`src/rtl/cmd_gate_pkg.sv`:
```
package cmd_gate_pkg;
  localparam int OPC_W  = 8;
  localparam int TAG_W  = 16;
  localparam int ADDR_W = 64;
  localparam int BEAT_W = 3;

  typedef struct packed {
    logic [OPC_W-1:0]  opcode;
    logic [TAG_W-1:0]  tag;
    logic [ADDR_W-1:0] addr;
    logic [1:0]        dlen;
    logic [2:0]        plen;
    logic              err;
    logic [BEAT_W-1:0] beats;
  } cmd_entry_t;

  function automatic logic len_reserved(logic has_data, logic partial,
                                        logic [1:0] dlen, logic [2:0] plen);
    if (!has_data) return 1'b0;
    if (partial)   return plen[2] & plen[1];
    return dlen == 2'b00;
  endfunction

  // 64-byte beats: partial -> 1, full 01/10/11 -> 1/2/4
  function automatic logic [BEAT_W-1:0] beats_needed(logic has_data, logic partial,
                                                     logic [1:0] dlen, logic [2:0] plen);
    if (!has_data || len_reserved(has_data, partial, dlen, plen)) return '0;
    if (partial) return BEAT_W'(1);
    case (dlen)
      2'b01:   return BEAT_W'(1);
      2'b10:   return BEAT_W'(2);
      default: return BEAT_W'(4);
    endcase
  endfunction
endpackage

```
`src/rtl/cg_fifo.sv`:
```
module cg_fifo #(
  parameter int WIDTH = 8,
  parameter int DEPTH = 8
) (
  input  logic             clk_i,
  input  logic             rst_ni,
  input  logic             push_i,
  input  logic [WIDTH-1:0] data_i,
  input  logic             pop_i,
  output logic [WIDTH-1:0] head_o,
  output logic             empty_o,
  output logic             full_o
);
  localparam int PTR_W = (DEPTH > 1) ? $clog2(DEPTH) : 1;
  localparam int CNT_W = $clog2(DEPTH + 1);

  logic [WIDTH-1:0] mem_q [DEPTH];
  logic [PTR_W-1:0] wr_q, rd_q;
  logic [CNT_W-1:0] cnt_q;

  assign empty_o = (cnt_q == '0);
  assign full_o  = (cnt_q == CNT_W'(DEPTH));
  assign head_o  = mem_q[rd_q];

  function automatic logic [PTR_W-1:0] inc(logic [PTR_W-1:0] p);
    return (p == PTR_W'(DEPTH - 1)) ? '0 : p + PTR_W'(1);
  endfunction

  always_ff @(posedge clk_i or negedge rst_ni) begin
    if (!rst_ni) begin
      wr_q  <= '0;
      rd_q  <= '0;
      cnt_q <= '0;
    end else begin
      if (push_i) wr_q <= inc(wr_q);
      if (pop_i)  rd_q <= inc(rd_q);
      cnt_q <= cnt_q + CNT_W'(push_i) - CNT_W'(pop_i);
    end
  end

  always_ff @(posedge clk_i) begin
    if (push_i) mem_q[wr_q] <= data_i;
  end

  AST_FIFO_NO_OVERFLOW: assert property (@(posedge clk_i) disable iff (!rst_ni)
    full_o && !pop_i |-> !push_i);
  AST_FIFO_NO_UNDERFLOW: assert property (@(posedge clk_i) disable iff (!rst_ni)
    pop_i |-> !empty_o);
endmodule

```
`src/rtl/cg_beat_acc.sv`:
```
module cg_beat_acc #(
  parameter int CNT_W  = 6,
  parameter int BEAT_W = 3
) (
  input  logic              clk_i,
  input  logic              rst_ni,
  input  logic              beat_i,
  input  logic              take_i,
  input  logic [BEAT_W-1:0] take_n_i,
  output logic [CNT_W-1:0]  avail_o
);
  logic [CNT_W-1:0] cnt_q;
  assign avail_o = cnt_q;

  always_ff @(posedge clk_i or negedge rst_ni) begin
    if (!rst_ni) cnt_q <= '0;
    else cnt_q <= cnt_q + CNT_W'(beat_i) - (take_i ? CNT_W'(take_n_i) : '0);
  end

  AST_BEATS_COVER_TAKE: assert property (@(posedge clk_i) disable iff (!rst_ni)
    take_i |-> cnt_q >= CNT_W'(take_n_i));
  AST_BEAT_NO_WRAP: assert property (@(posedge clk_i) disable iff (!rst_ni)
    beat_i && !take_i |-> cnt_q != '1);
endmodule

```
`src/rtl/cg_credit.sv`:
```
module cg_credit #(
  parameter int MAX_CREDITS = 4
) (
  input  logic clk_i,
  input  logic rst_ni,
  input  logic take_i,
  input  logic ret_i,
  output logic has_o
);
  localparam int CRD_W = $clog2(MAX_CREDITS + 1) + 1;

  logic [CRD_W-1:0] crd_q, crd_sum;

  assign has_o   = (crd_q != '0);
  assign crd_sum = crd_q + CRD_W'(ret_i) - CRD_W'(take_i);

  always_ff @(posedge clk_i or negedge rst_ni) begin
    if (!rst_ni) crd_q <= CRD_W'(MAX_CREDITS);
    else crd_q <= (crd_sum > CRD_W'(MAX_CREDITS)) ? CRD_W'(MAX_CREDITS) : crd_sum;
  end

  AST_CREDIT_CEILING: assert property (@(posedge clk_i) disable iff (!rst_ni)
    crd_q <= CRD_W'(MAX_CREDITS));
  AST_TAKE_NEEDS_CREDIT: assert property (@(posedge clk_i) disable iff (!rst_ni)
    take_i |-> crd_q != '0);
  AST_TAKE_DECREMENTS: assert property (@(posedge clk_i) disable iff (!rst_ni)
    take_i && !ret_i |=> crd_q == $past(crd_q) - CRD_W'(1));
endmodule

```
`src/rtl/cmd_data_gate.sv`:
```
module cmd_data_gate
  import cmd_gate_pkg::*;
#(
  parameter int DEPTH       = 8,
  parameter int MAX_CREDITS = 4
) (
  input  logic              clk_i,
  input  logic              rst_ni,
  input  logic              cmd_valid_i,
  input  logic [OPC_W-1:0]  cmd_opcode_i,
  input  logic [TAG_W-1:0]  cmd_tag_i,
  input  logic [ADDR_W-1:0] cmd_addr_i,
  input  logic [1:0]        cmd_dlen_i,
  input  logic [2:0]        cmd_plen_i,
  input  logic              cmd_has_data_i,
  input  logic              cmd_partial_i,
  input  logic              beat_i,
  input  logic              credit_ret_i,
  output logic              out_valid_o,
  output logic [OPC_W-1:0]  out_opcode_o,
  output logic [TAG_W-1:0]  out_tag_o,
  output logic [ADDR_W-1:0] out_addr_o,
  output logic [1:0]        out_dlen_o,
  output logic [2:0]        out_plen_o,
  output logic              out_err_o
);
  localparam int ENTRY_W = $bits(cmd_entry_t);
  localparam int BCNT_W  = $clog2(DEPTH * 4 + 1) + 2;

  cmd_entry_t in_ent, head_ent;
  logic [ENTRY_W-1:0] head_raw;
  logic empty, full, has_credit, release_c;
  logic [BCNT_W-1:0] avail;

  always_comb begin
    in_ent.opcode = cmd_opcode_i;
    in_ent.tag    = cmd_tag_i;
    in_ent.addr   = cmd_addr_i;
    in_ent.dlen   = cmd_dlen_i;
    in_ent.plen   = cmd_plen_i;
    in_ent.err    = len_reserved(cmd_has_data_i, cmd_partial_i, cmd_dlen_i, cmd_plen_i);
    in_ent.beats  = beats_needed(cmd_has_data_i, cmd_partial_i, cmd_dlen_i, cmd_plen_i);
  end

  cg_fifo #(.WIDTH(ENTRY_W), .DEPTH(DEPTH)) u_queue (
    .clk_i, .rst_ni,
    .push_i (cmd_valid_i),
    .data_i (in_ent),
    .pop_i  (release_c),
    .head_o (head_raw),
    .empty_o(empty),
    .full_o (full)
  );

  assign head_ent = cmd_entry_t'(head_raw);

  cg_beat_acc #(.CNT_W(BCNT_W), .BEAT_W(BEAT_W)) u_beats (
    .clk_i, .rst_ni,
    .beat_i,
    .take_i  (release_c),
    .take_n_i(head_ent.beats),
    .avail_o (avail)
  );

  cg_credit #(.MAX_CREDITS(MAX_CREDITS)) u_credit (
    .clk_i, .rst_ni,
    .take_i(release_c),
    .ret_i (credit_ret_i),
    .has_o (has_credit)
  );

  assign release_c    = !empty && has_credit && (avail >= BCNT_W'(head_ent.beats));
  assign out_valid_o  = release_c;
  assign out_opcode_o = head_ent.opcode;
  assign out_tag_o    = head_ent.tag;
  assign out_addr_o   = head_ent.addr;
  assign out_dlen_o   = head_ent.dlen;
  assign out_plen_o   = head_ent.plen;
  assign out_err_o    = release_c && head_ent.err;

  AST_HEAD_HELD: assert property (@(posedge clk_i) disable iff (!rst_ni)
    !empty && !out_valid_o |=> $stable(out_tag_o) && $stable(out_addr_o));
  AST_ERR_ONLY_VALID: assert property (@(posedge clk_i) disable iff (!rst_ni)
    out_err_o |-> out_valid_o);
  AST_IN_NOT_FULL: assert property (@(posedge clk_i) disable iff (!rst_ni)
    cmd_valid_i |-> !full || out_valid_o);
endmodule

```
`config.mk`:
```
export PLATFORM = sky130hd
export DESIGN_NAME = cmd_data_gate
export DESIGN_NICKNAME = d
export VERILOG_FILES = /design/src/rtl/cmd_gate_pkg.sv /design/src/rtl/cg_fifo.sv /design/src/rtl/cg_beat_acc.sv /design/src/rtl/cg_credit.sv /design/src/rtl/cmd_data_gate.sv
export SDC_FILE = /design/constraint.sdc
export NUM_CORES = 1
export LEC_CHECK = 0
export ABC_AREA = 1
export BUFFER_PORTS_ARGS = -buffer_cell sky130_fd_sc_hd__buf_2
export CELL_PAD_IN_SITES_DETAIL_PLACEMENT = 2
export CELL_PAD_IN_SITES_GLOBAL_PLACEMENT = 2
export CORE_MARGIN = 3
export CORE_UTILIZATION = 43
export CTS_BUF_LIST = sky130_fd_sc_hd__clkbuf_4 sky130_fd_sc_hd__clkbuf_8 sky130_fd_sc_hd__clkbuf_16
export CTS_CLUSTER_DIAMETER = 200
export DETAILED_ROUTE_END_ITERATION = 16
export GPL_TIMING_DRIVEN = 0
export PLACE_DENSITY_LB_ADDON = 0.2
export SLEW_MARGIN = 30
export SYNTH_ARGS = -nofsm -noshare
export SYNTH_HDL_FRONTEND = slang
export SYNTH_HIERARCHICAL = 1
export SYNTH_SLANG_ARGS = --single-unit
```
`constraint.sdc`:
```
create_clock -name clk_i -period 10.62 [get_ports clk_i]
set_clock_uncertainty 0.1 [all_clocks]
set_input_delay 1.062 -clock clk_i [delete_from_list [all_inputs] [get_ports clk_i]]
set_output_delay 1.062 -clock clk_i [all_outputs]
set_load 0.01 [all_outputs]
```
# == After elaboration in Yosys (flattened, before gate mapping) ==
# Memory sizes are Yosys's and may differ from the RTL's.
# Index checks and enable logic that the tools add are counted.
# Widths: inputs -> output; s select.
# word_totals
ram_bits,776
inputBits,100
elab_cells,49
mem_count,1
regBits,22
# memory_table
name,depth,word_bits,rd,rd_ports_with_merged_regs,wr,line,text
u_queue.mem_q,8,97,1,0,1,cg_fifo.sv:17,logic [WIDTH-1:0] mem_q [DEPTH];
# op_classes
n_lt_le_gt_ge,2
n_reduce_logical,9
n_eq_ne,4
bitwise,1
muxes,19
n_addsub,8
# ops
operator,n
$mux 3,7
$mux 1,10
$add 4x1->4,2
$add 8x1->8,1
$ge 8x3->1,1
$sub 4x1->4,2
$sub 8x8->8,1
$add 3x1->3 const B,2
$eq 3x3->1 const B,2
$pmux 3 s2,1
$gt 4x3->1 const B,1
$logic_not 4->1,1
$mux 4,1
$reduce_bool 4->1,1
$logic_and 1x1->1,3
$eq 2x1->1 const B,1
$eq 2x2->1 const B,1
$logic_not 1->1,2
$logic_not 2->1,1
$and 1x1->1,1
$logic_or 1x1->1,1

# == Logic depth before layout (Yosys ltp) ==
# Gate-level depths: netlist of the first run.
# logic_depth
ltp_word,9
depth_mapped,32

# == Hierarchy ==
# Netlist of the first run, hierarchy kept.
# by_module_without_submodules
mod,area_each_um2,seq_area_each_um2,cells_per_inst,instances
cg_fifo,34271.6,23552.6,3422,1
cg_beat_acc,625.6,200.2,81,1
cg_credit,295.3,101.3,35,1
cmd_data_gate,222.7,0.0,42,1

# == Worst setup path before layout of the first run ==
# No wires, ideal clock.
# synth_path
path_kind,input port to flip-flop
start,in cmd_valid_i
end,mem u_queue/mem_q[1][0] (netlist name) (enable)
required_ns,9.966
path_buffers,0
cell_stages,2
path_slack_ns,4.754
t_arrival_ns,5.212
path_cell_list,nand2_1 > nor2_1
# synth_via
elab_chain_cells,2
# synth_lines
element,line,text
"start, declared",cmd_data_gate.sv:9,"input logic cmd_valid_i,"
$mux 1,cg_fifo.sv:42,if (push_i) mem_q[wr_q] <= data_i;
$mux 1 (implied by the code),cg_fifo.sv:42,
"end, declared",cg_fifo.sv:17,
# Every way passes these cells.

==> results of run 1 <==
## worst max-delay path, stage by stage (launching register included)
cell     delay (ns)
dfrtp_1        0.40
buf_2          0.21
inv_2          0.23
buf_2          0.43
buf_2          0.36
nand3_1        0.13
nand2_1        0.08
nand2_1        0.06
nand2_1        0.20
inv_1          0.07
ha_1           0.28
nand2_1        0.06
nand2_1        0.05
nand2_1        0.07
nand2_1        0.08
nand2_1        0.08
inv_1          0.34
buf_2          0.21
## cell usage in the layout, fill, tap and decap left out, types with 3 or more instances in the layout
master        n
o21ai_0       6
xnor2_1       4
clkinv_2     16
clkbuf_16    95
nor2_1       15
buf_2       272
nor2_4        8
inv_2         4
clkbuf_4     21
clkbuf_1     32
diode_2       6
buf_1        13
fa_1          3
a21oi_1       4
inv_1       832
edfxtp_1    776
clkinv_1     22
buf_4        26
ha_1         30
buf_16       45
nand2_1    1307
dfrtp_1      21
buf_12        3
nand3_1     403
## sequential cells by signal, indices dropped and copies added (netlist names)
signal / flops
u_queue/rd_q: 3
u_queue/mem_q: 776
u_queue/wr_q: 3
u_credit/crd_q: 4
u_queue/cnt_q: 4
u_beats/avail_o: 8
## cell type report
type	instances	area share, %
Antenna cell	6	0.03584
Buffer	150	1.828
Clock buffer	118	6.117
Clock inverter	42	0.5884
Inverter	837	7.500
Multi-Input combinational cell	1793	18.37
Sequential cell	798	56.94
Tap cell	1060	3.166
Timing Repair Buffer	243	5.454
## power by group
group | internal [mW] | total, mW | switching [mW]
clock | 1.74 | 3.06 | 1.32
combinational | 1.49 | 5.26 | 3.77
sequential | 3.87 | 3.99 | 0.129
## routing by layer
| layer | global-route usage, % | routed length [um] |
|---|---|---|
| met1 | 37.39 | 52240 |
| met2 | 57.24 | 70740 |
| met3 | 4.361 | 6494 |
| met5 | 0 | 34 |
| met4 | 13.53 | 5526 |
## metrics by stage
step                      hold slack (ns)  instance area, um2  setup slack, ns  instances
after floorplan                    0.4583               35400            4.754       3578
after global placement             0.4842               37690         -0.05417       4832
after detailed placement           0.5168               39070            5.743       4881
after CTS                          0.2885               41880            5.430       5041
after global routing               0.2985               41890            5.234       5046
final                              0.3011               41890            5.424       5047
## worst max path at each step
stage | cells after the start | slack, ns | end | startpoint
2_1_floorplan | 2 | 4.75 | u_queue/mem_q[1][0] | cmd_valid_i
5_1_grt | 17 | 5.23 | out_valid_o | u_queue/rd_q[1]
3_3_place_gp | 3 | -0.05 | u_queue/mem_q[7][44] | cmd_valid_i
6_report | 17 | 5.42 | out_valid_o | u_queue/rd_q[1]
3_5_place_dp | 29 | 5.74 | u_beats/avail_o[6] | u_queue/rd_q[1]
4_1_cts | 17 | 5.43 | out_valid_o | u_queue/rd_q[1]
==> results by group, run 1 <==
Timing
  • FMAX: 192.5 MHz
  • Slew margin rel.: 42.52%
  • Tcrit/Tclk final: 48.92%
  • Min Tclk post-route: 5.196 ns
  • Hold Fails Final Rpt: 0
  • Slew @ Worst Pin: 0.8621 ns
  • RSZ-0062 raised after global routing: no
  • Setup violations, final: 0
  • Fin Setup TNS: 0 ns
  • Final Slew Violations: 0

Placed design
  • IO buf count: 194
  • Hpwl dp: 84950 um
  • Routability cong.: 0.7348

Floorplan
  • Ports: 195
  • Die width: 292.9 um
  • Die height: 292.9 um
  • Rows: 104
  • Die Area: 85790 um2
  • CORE AREA: 81070 um2
  • Initial Util: 43.66%

GRT
  • Initial antenna violation count: 11
  • Pin count of the biggest net entering global routing: 23
  • Global-route wire length before repair: 201100 um
  • Total GRT Usage: 31.50%
  • Global route overflow: 0
  • Vias in the first global route: 31.29k

Routing
  • Routed Antenna Nets: 0
  • First DRT Iteration DRCs: 2001
  • Drt first pass iters: 6
  • Via density: 5.354
  • DR vias: 27.02k
  • DR DRC count: 0
  • Routed len/inst: 26.76 um
  • Final WL: 135000 um

Power and ir drop
  • Leak Pwr: 19.61 nW
  • Worst vdd ir: 0.1785 mV
  • Total power: 12.31 mW
  • Pwr dens: 294.0 nW/um2

Clocking
  • Post-CTS Setup Inserts: 0
  • Reg clk slew, reported paths: 0.06 ns
  • CTS buffer count: 90
  • Clk_lat worst skew: 0.65 ns
  • CTS tree: done
  • Clock root cell: clkbuf_16
  • Bufs on Longest Clock Path: 3
  • Sink Count: 798
  • Cts-stage hold buffer count: 0
  • Post-CTS resize count: 0
  • H-tree level count: 3

Setup path
  • Reg2reg start: u_queue/rd_q[1]
  • Crit end category: output pin
  • CP max FO: 12
  • Worst r2r path cells: 29
  • CP startpoint kind: flip-flop
  • R2r setup slk: 5.64 ns
  • Type of the worst setup path: flip-flop to output pin
  • FF-to-FF End: u_beats/avail_o[6]
  • Worst path required time: 9.46 ns
  • Arrival time at the worst endpoint: 4.03 ns

Layout
  • Number of fill cells: 8323
  • Layout Area Growth over Synthesis: 18.35%
  • Util after Layout: 51.67%
  • Share of layout cells above drive strength 1: 12.69%
  • FF/Latch Area: 23850 um2
  • Area of the multi-input gates: 7694 um2
  • Final #Nets: 4046

Worst hold path
  • Min-delay worst type: input port to async pin

Outcome
  • Status: finished, final reports clean

Synth
  • Synth Cell Area: 35400 um2
  • Yosys warns: 6
  • Post-Syn Nets: 3711
  • Average size of a mapped cell: 9.892 um2
  • Cells after Synth: 3578

Run
  • Max-Cap Viols: 0
No activity file was read; power rests on OpenSTA's default activity.
==> inputs of run 2 (changes only) <==
Settings changed: CORE_UTILIZATION 43 to 40.
Clock period 10.62 ns to 5.4 ns, I/O delays scaled along.
==> results by group, run 2 (synthesis gave the netlist of run 1 again) <==
Outcome
  • Status: finished, final reports clean

Power and ir drop
  • Clock share of power: 25.1%
  • Worst vdd ir: 0.3298 mV
  • Pwr dens: 563.1 nW/um2
  • NetSw: 9.780 mW
  • Sequential Power Share: 33.0%
  • Sw frac: 41.25%
  • Combinational Power Share: 41.9%
  • Leak Pwr: 19.64 nW
  • Internal Power: 13.93 mW

Routing
  • DR DRC count: 0
  • Routed len/inst: 23.72 um
  • Final WL: 122300 um
  • DR vias: 26.07k
  • Via density: 5.056
  • First DRT Iteration DRCs: 1718
  • Routed Antenna Nets: 0
  • Drt first pass iters: 5

Clocking
  • Clk_lat worst skew: 0.65 ns
  • Bufs on Longest Clock Path: 3
  • Post-CTS Setup Inserts: 0
  • H-tree level count: 3
  • Clock root cell: clkbuf_16
  • CTS buffer count: 89
  • Sink Count: 798
  • CTS tree: done
  • Reg clk slew, reported paths: 0.06 ns

Layout
  • Layout Area Growth over Synthesis: 18.95%
  • Most frequent cells in the layout: nand2_1 (1307), inv_1 (832), edfxtp_1 (776), nand3_1 (403), buf_2 (272)
  • Non-filler cells, final: 5156
  • Reg with most FFs: u_queue/mem_q
  • Share of layout cells above drive strength 1: 12.71%
  • Largest register FFs: 776
  • Most common cell after layout, fill and taps aside: nand2_1
  • Final #Nets: 4048

GRT
  • Vias in the first global route: 29.99k
  • Met3 usage: 3.496%
  • GR peak layer: met2
  • Global route overflow: 0
  • Global-route wire length before repair: 182600 um
  • Initial antenna violation count: 16
  • Total GRT Usage: 26.68%
  • GR Util met2: 47.59%
  • M1 GR Usage: 32.30%
  • Pin count of the biggest net entering global routing: 23

Floorplan
  • Ports: 195
  • Initial Util: 40.55%
  • Die height: 303.5 um
  • Rows: 108
  • Die Area: 92090 um2
  • CORE AREA: 87290 um2
  • Die width: 303.5 um

Setup path
  • CP endpoint: u_beats/avail_o[6]
  • Crit path largest cell delay: 0.42 ns
  • Crit end category: flip-flop
  • CP startpoint kind: flip-flop
  • Reg2reg start: u_queue/rd_q[1]
  • Worst r2r path cells: 29
  • Crit-path leading delay family: buffers and inverters
  • Number of buffers and inverters on the critical path: 10
  • Crit-path slowest cell: buf_2
  • FF-to-FF End: u_beats/avail_o[6]
  • R2r setup slk: 0.49 ns
  • Type of the worst setup path: flip-flop to flip-flop
  • Worst path required time: 5.83 ns
  • Worst Setup SP: u_queue/rd_q[1]
  • Crit path depth: 29
  • Arrival time at the worst endpoint: 5.34 ns
  • CP dominant cell by count: nand2_1
  • CP max FO: 12

Timing
  • FMAX: 203.8 MHz
  • RSZ-0062 raised after global routing: no
  • Hold Fails Final Rpt: 0
  • Setup violations, final: 0
  • Min Tclk post-route: 4.907 ns
  • Final Slew Violations: 0
  • Tcrit/Tclk final: 90.87%
  • Slew @ Worst Pin: 0.8021 ns
  • Slew margin rel.: 46.53%
  • Min Hold Slack: 0.05785 ns

Run
  • Max-Cap Viols: 0

Placed design
  • IO buf count: 194
  • Routability cong.: 0.7373
  • Hpwl dp: 80380 um
  • Placed Cells: 4978

Worst hold path
  • Min-delay worst type: input port to flip-flop
  • Min-delay src: beat_i
==> run 2: routing by layer <==
layer | up-vias | part of all wire, %
li1 | 11810 | -
met1 | 13340 | 40
met2 | 623 | 52
met3 | 294 | 3.8
met4 | 4 | 4.3
met5 | - | 0.025
==> run 2: cell type report <==
| cell class | instances | area [um2] |
|---|---|---|
| fill | 9156 | 45190 |
| tap | 1155 | 1445 |
| antenna | 12 | 30.03 |
| sequential | 798 | 23850 |
| clock buffer | 113 | 2450 |
| timing repair buffer | 246 | 2340 |
| inverter | 837 | 3142 |
| clock inverter | 52 | 382.9 |
| multi-input combinational | 1793 | 7694 |
| buffer | 150 | 765.7 |
==> run 2: repair_timing <==
action / 4_1_cts / 5_1_grt
hold buffers: 1 / 0
hold endpoints to repair: 21 / 0
resized for setup: 0 / 0
==> run 2: power by group through the flow <==
stage	clock (mW)	combinational, mW	sequential (mW)
final	5.95	9.94	7.82
after global routing	6.32	10.9	7.87
after CTS	6.08	10.0	7.82
after detailed placement	0	9.82	7.94
after global placement	0	8.94	8.12
after floorplan	0	5.42	7.97
==> run 2: through the flow <==
step / TNS [ns] / power, mW / setup slack [ns] / utilization (%) / cell area [um2]
after floorplan: 0 / 13.39 / 0.05555 / - / 35400
after global routing: 0 / 25.13 / 0.07915 / 48.22 / 42100
after global placement: -3536.60 / 17.07 / -4.925 / 43.32 / 37810
after CTS: 0 / 23.95 / 0.4630 / 48.20 / 42070
after detailed placement: 0 / 17.76 / 0.5838 / 44.94 / 39230
final: 0 / 23.71 / 0.4928 / 48.23 / 42100
==> run 2: worst min path at each step <==
| stage | cells after the start | slack, ns | to |
|---|---|---|---|
| 2_1_floorplan | 0 | 0.14 | u_beats/avail_o[0] |
| 3_3_place_gp | 1 | 0.46 | u_queue/wr_q[2] |
| 3_5_place_dp | 1 | 0.47 | u_queue/wr_q[2] |
| 4_1_cts | 2 | 0.02 | u_beats/avail_o[0] |
| 5_1_grt | 2 | 0.04 | u_beats/avail_o[0] |
| 6_report | 2 | 0.06 | u_beats/avail_o[0] |
